[config.mk]
export PLATFORM = sky130hd
export DESIGN_NAME = golay24_enc
export DESIGN_NICKNAME = d
export VERILOG_FILES = /design/src/rtl/golay_pkg.sv /design/src/rtl/golay_seq.sv /design/src/rtl/golay_rem.sv /design/src/rtl/golay_out.sv /design/src/rtl/golay24_enc.sv
export SDC_FILE = /design/constraint.sdc
export NUM_CORES = 1
export LEC_CHECK = 0
export ABC_AREA = 1
export ABC_CLOCK_PERIOD_IN_PS = 2500
export BUFFER_PORTS_ARGS = -buffer_cell sky130_fd_sc_hd__buf_4
export CAP_MARGIN = 30
export CORE_UTILIZATION = 50
export CTS_CLUSTER_DIAMETER = 40
export CTS_CLUSTER_SIZE = 14
export DETAILED_ROUTE_END_ITERATION = 6
export GPL_ROUTABILITY_DRIVEN = 0
export PLACE_DENSITY_LB_ADDON = 0.08
export SLEW_MARGIN = 20
export SYNTH_ARGS = -nofsm -noshare
export SYNTH_HDL_FRONTEND = slang
export SYNTH_SLANG_ARGS = --single-unit
export TNS_END_PERCENT = 100
[constraint.sdc]
create_clock -name clk -period 2.5 [get_ports clk]
set_clock_uncertainty 0.1 [all_clocks]
set_input_delay 0.125 -clock clk [delete_from_list [all_inputs] [get_ports clk]]
set_output_delay 0.125 -clock clk [all_outputs]
set_load 0.05 [all_outputs]
[src/rtl/golay_pkg.sv]
package golay_pkg;

    parameter int MSG_W = 12;
    parameter int CHK_W = 11;
    localparam int CW23_W = MSG_W + CHK_W;
    localparam int CW24_W = CW23_W + 1;
    localparam int CNT_W  = $clog2(MSG_W + 1);

    // generator polynomial, bit CHK_W is the leading term
    localparam logic [CHK_W:0] GEN_POLY = 12'hAE3;

    typedef struct packed {
        logic load;   // capture a new message
        logic step;   // advance the divider by one message bit
        logic last;   // this step produces the final remainder
    } enc_ctl_t;

    typedef struct packed {
        logic [MSG_W-1:0] msg;
        logic [CHK_W-1:0] chk;
    } cw23_t;

    // one division step with the next message bit entering at the top
    function automatic logic [CHK_W-1:0] div_step(input logic [CHK_W-1:0] r,
                                                  input logic             b);
        logic fb;
        fb = b ^ r[CHK_W-1];
        return {r[CHK_W-2:0], 1'b0} ^ (fb ? GEN_POLY[CHK_W-1:0] : '0);
    endfunction

    function automatic logic odd_weight(input logic [CW23_W-1:0] v);
        return ^v;
    endfunction

endpackage

[src/rtl/golay_seq.sv]
module golay_seq
    import golay_pkg::*;
(
    input  logic     clk,
    input  logic     rst,
    input  logic     start_i,
    output logic     busy_o,
    output enc_ctl_t ctl_o
);

    logic             busy_q;
    logic [CNT_W-1:0] cnt_q;
    logic             accept;

    assign accept     = start_i && !busy_q;
    assign ctl_o.load = accept;
    assign ctl_o.step = busy_q;
    assign ctl_o.last = busy_q && (cnt_q == CNT_W'(1));
    assign busy_o     = busy_q;

    always_ff @(posedge clk) begin
        if (rst) begin
            busy_q <= 1'b0;
            cnt_q  <= '0;
        end else if (accept) begin
            busy_q <= 1'b1;
            cnt_q  <= CNT_W'(MSG_W);
        end else if (busy_q) begin
            cnt_q <= cnt_q - CNT_W'(1);
            if (cnt_q == CNT_W'(1)) busy_q <= 1'b0;
        end
    end

    // an accepted strobe makes the block busy on the next cycle
    p_busy_after_start_r2: assert property (@(posedge clk) disable iff (rst)
        (start_i && !busy_q) |=> busy_q);

    // a strobe while busy does not restart the count
    p_ignore_busy_start_r7: assert property (@(posedge clk) disable iff (rst)
        (start_i && busy_q && cnt_q > CNT_W'(1)) |=> (busy_q && cnt_q == $past(cnt_q) - CNT_W'(1)));

endmodule

[src/rtl/golay_rem.sv]
module golay_rem
    import golay_pkg::*;
(
    input  logic             clk,
    input  logic             rst,
    input  enc_ctl_t         ctl_i,
    input  logic [MSG_W-1:0] msg_i,
    output logic [MSG_W-1:0] msg_o,
    output logic [CHK_W-1:0] chk_nxt_o
);

    logic [MSG_W-1:0] msg_q;   // held copy for the codeword
    logic [MSG_W-1:0] sr_q;    // bits still to enter the divider
    logic [CHK_W-1:0] rem_q;

    assign chk_nxt_o = div_step(rem_q, sr_q[MSG_W-1]);
    assign msg_o     = msg_q;

    always_ff @(posedge clk) begin
        if (rst) begin
            msg_q <= '0;
            sr_q  <= '0;
            rem_q <= '0;
        end else if (ctl_i.load) begin
            msg_q <= msg_i;
            sr_q  <= msg_i;
            rem_q <= '0;
        end else if (ctl_i.step) begin
            sr_q  <= {sr_q[MSG_W-2:0], 1'b0};
            rem_q <= chk_nxt_o;
        end
    end

    // the captured message stays fixed while steps run
    p_msg_frozen_r7: assert property (@(posedge clk) disable iff (rst)
        (ctl_i.step && !ctl_i.load) |=> $stable(msg_q));

endmodule

[src/rtl/golay_out.sv]
module golay_out
    import golay_pkg::*;
(
    input  logic              clk,
    input  logic              rst,
    input  enc_ctl_t          ctl_i,
    input  logic [MSG_W-1:0]  msg_i,
    input  logic [CHK_W-1:0]  chk_i,
    output logic              done_o,
    output logic [CW23_W-1:0] cw23_o,
    output logic [CW24_W-1:0] cw24_o
);

    cw23_t base;

    assign base.msg = msg_i;
    assign base.chk = chk_i;

    always_ff @(posedge clk) begin
        if (rst) begin
            done_o <= 1'b0;
            cw23_o <= '0;
            cw24_o <= '0;
        end else begin
            done_o <= ctl_i.last;
            if (ctl_i.last) begin
                cw23_o <= base;
                cw24_o <= {base, odd_weight(base)};
            end
        end
    end

    // completion is a single-cycle pulse
    p_done_pulse_r3: assert property (@(posedge clk) disable iff (rst)
        done_o |=> !done_o);

    // outputs only change at a completion
    p_hold_r8: assert property (@(posedge clk) disable iff (rst)
        !done_o |-> ($stable(cw24_o) && $stable(cw23_o)));

    // extended codewords are doubly even
    p_weight4_r9: assert property (@(posedge clk) disable iff (rst)
        done_o |-> ($countones(cw24_o) % 4 == 0));

    // the extended word carries the base word in its upper bits
    p_ext_base_r5: assert property (@(posedge clk) disable iff (rst)
        done_o |-> (cw24_o[CW24_W-1:1] == cw23_o));

endmodule

[src/rtl/golay24_enc.sv]
module golay24_enc
    import golay_pkg::*;
(
    input  logic        clk,
    input  logic        rst,
    input  logic        start_i,
    input  logic [11:0] msg_i,
    output logic        busy_o,
    output logic        done_o,
    output logic [22:0] cw23_o,
    output logic [23:0] cw24_o
);

    enc_ctl_t         ctl;
    logic [MSG_W-1:0] msg_held;
    logic [CHK_W-1:0] chk_nxt;

    golay_seq u_seq (
        .clk     (clk),
        .rst     (rst),
        .start_i (start_i),
        .busy_o  (busy_o),
        .ctl_o   (ctl)
    );

    golay_rem u_rem (
        .clk       (clk),
        .rst       (rst),
        .ctl_i     (ctl),
        .msg_i     (msg_i),
        .msg_o     (msg_held),
        .chk_nxt_o (chk_nxt)
    );

    golay_out u_out (
        .clk    (clk),
        .rst    (rst),
        .ctl_i  (ctl),
        .msg_i  (msg_held),
        .chk_i  (chk_nxt),
        .done_o (done_o),
        .cw23_o (cw23_o),
        .cw24_o (cw24_o)
    );

    // busy has cleared when the completion pulse appears
    p_done_idle_r3: assert property (@(posedge clk) disable iff (rst)
        done_o |-> !busy_o);

endmodule

==> impl_metrics.ini <==
[outcome]
status = finished clean

[layout]
fin_cells = 529
final_core_util_pct = 63.9
multi_input_area_um2 = 1170
drive_gt1_share_pct = 22.3
regArea_um2 = 1300
layout_common_cells = nand2_1 (109), buf_4 (67), dfxtp_1 (65)
final_common_cell = nand2_1
area_delta_synth_final_pct = 21.0
n_antenna_cell = 0
fillers = 526
final_nets = 469

[clocking]
cts_tree = done
cts_resized = 0
clockBufferDepth = 2
clk_pin_slew_ns = 0.06
ctsHoldBuffers = 7
root_buffer = clkbuf_8
clk_latency_ns = 0.34
h-tree-depth = 3
post-cts-setup-buffers = 0
cts_buffers = 9
clock_sinks = 65

[timing]
rsz0062_at_grt = no
hold_viol_final = 0
finalCritPeriodShare_pct = 76.1
tightest_slew_ns = 0.622
setup_tns_ns = 0
fmax_mhz = 526
max_slew_margin_pct = 58.5
final.setup.worst_slack_ns = 0.598
finalMaxSlewViolations = 0
fin_crit_ns = 1.90
setup_viol = 0

[worst_setup_path]
cp.required_ns = 2.68
critPathKind = flip-flop to flip-flop
worstPathMaxFanout = 20
cp-end-kind = flip-flop
worst_setup_path_start_kind = flip-flop
arrival_ns = 2.09

[global_route]
grt_pass1_wl_um = 10300
antenna_found_initial = 0
grt_pass1_vias = 2180
overflow = 0
grt_max_degree = 25
grt_usage_pct = 21.7

[placed_design]
dp.cells = 506
dp_slack_ns = 0.618
place_hpwl_um = 4540
port_buffers = 63

[detailed_routing]
route.met2.wl_um = 2530
ant_nets = 0
met1_length_um = 3120
met3WireLength_um = 445
drt_iter0_drc = 137
routed_wl_um = 6200
avgRoutedWirePerCell_um = 11.7
num_vias = 2527
routed_via_density = 4.78
dr.pass1.iters = 4
dr.max_layer_used = met4
drc_errors = 0

[power_and_ir_drop]
powerDensity_nw_per_um2 = 638
ir_drop_mv = 0.352
fin_total_pwr_mw = 2.27
power.leakage_nw = 1.74

[yosys]
postSynthAreaPerCell_um2 = 7.28
synth_area_um2 = 2940
synthDistinctLibCells = 28
synth_seq_area_share_pct = 44.2
syn_nets = 421
yosys_warnings = 0
ys_seq_elements = 65
synthCells = 404

[floorplanning]
die_w_um = 78.7
floorplan.rows = 27
top_level_ports = 64
core_area_um2 = 5570
die_h_um = 78.7
start_util_pct = 52.8
die-area_um2 = 6200

[job]
drv_cap = 0

[hold_path]
hold_path.class = input pin to flip-flop
registers in the layout, indices dropped and copies added (netlist names):
signal        count
u_seq.busy_o      1
u_rem.rem_q      11
u_rem.msg_o      12
u_out.cw24_o     24
u_rem.sr_q       12
u_seq.cnt_q       4
u_out.done_o      1
Yosys cell counts, drive strengths merged:
master  number  area, um2
nand2      117        464
a21oi       14       70.1
o21ai       31        155
dfxtp       65       1300
o221ai       4       35.0
o21a         1       7.51
a211oi       1       7.51
a22o         2       17.5
clkbuf       3       11.3
buf         34        228
nand3       20        115
ha           2       25.0
nor2        24        100
inv         61        229
xnor2        3       26.3
nand4        2       12.5
o22ai       12       75.1
o211ai       1       7.51
xor2         4       35.0
nor3         3       20.0
report_power, final:
| group | internal (mW) | switching, mW | total, mW | leakage (nW) |
|---|---|---|---|---|
| combinational | 0.119 | 0.200 | 0.318 | 1.11 |
| clock | 0.466 | 0.382 | 0.848 | 0.102 |
| sequential | 1.08 | 0.0286 | 1.10 | 0.529 |
path summary, 6_finish.rpt:
check / start / endpoint / slack [ns] / cells after the start
worst min register to register: u_out.cw24_o[0] / u_out.cw24_o[0] / 0.35 / 2
worst max register to register: u_seq.busy_o / u_rem.rem_q[7] / 0.60 / 7
worst max-delay path: u_seq.busy_o / u_rem.rem_q[7] / 0.60 / 7
worst min-delay path: msg_i[2] / u_rem.msg_o[2] / 0.02 / 3
layer usage:
layer	up-vias	global-route usage (%)
met5	-	0
met4	0	10.0
met3	10	4.94
met2	79	30.2
met1	1096	31.4
li1	1342	-
cell type report:
type                            instances  area share, %
Clock buffer                           14           5.13
Multi-Input combinational cell        241           33.0
Sequential cell                        65           36.6
Timing Repair Buffer                   74           16.1
Tap cell                               72           2.53
Inverter                               61           6.43
Clock inverter                          2          0.281
cells by family (layout without fill, tap and decap cells):
logic type	after synthesis	count (layout)	synth area share (%)
buf+inv	98	151	15.9
fa+ha+maj	2	2	0.850
flops	65	65	44.2
xor+xnor	7	7	2.08
simple gates	166	166	24.2
compound gates	66	66	12.8
worst max-delay path, stage by stage, from the launching register on:
cell,delay (ns)
dfxtp_1,0.58
nor2_2,0.07
buf_4,0.20
nor2_2,0.18
inv_1,0.32
a21oi_1,0.22
o21ai_0,0.11
inv_1,0.06
stage by stage:
step           instance area [um2]  hold WS (ns)
6_report                      3560        0.0162
5_1_grt                       3560        0.0195
4_1_cts                       3560       0.00290
3_5_place_dp                  3300         0.345
3_3_place_gp                  3300         0.347
2_1_floorplan                 2940         0.121
Note: power is estimated with default switching activity, not from simulation.
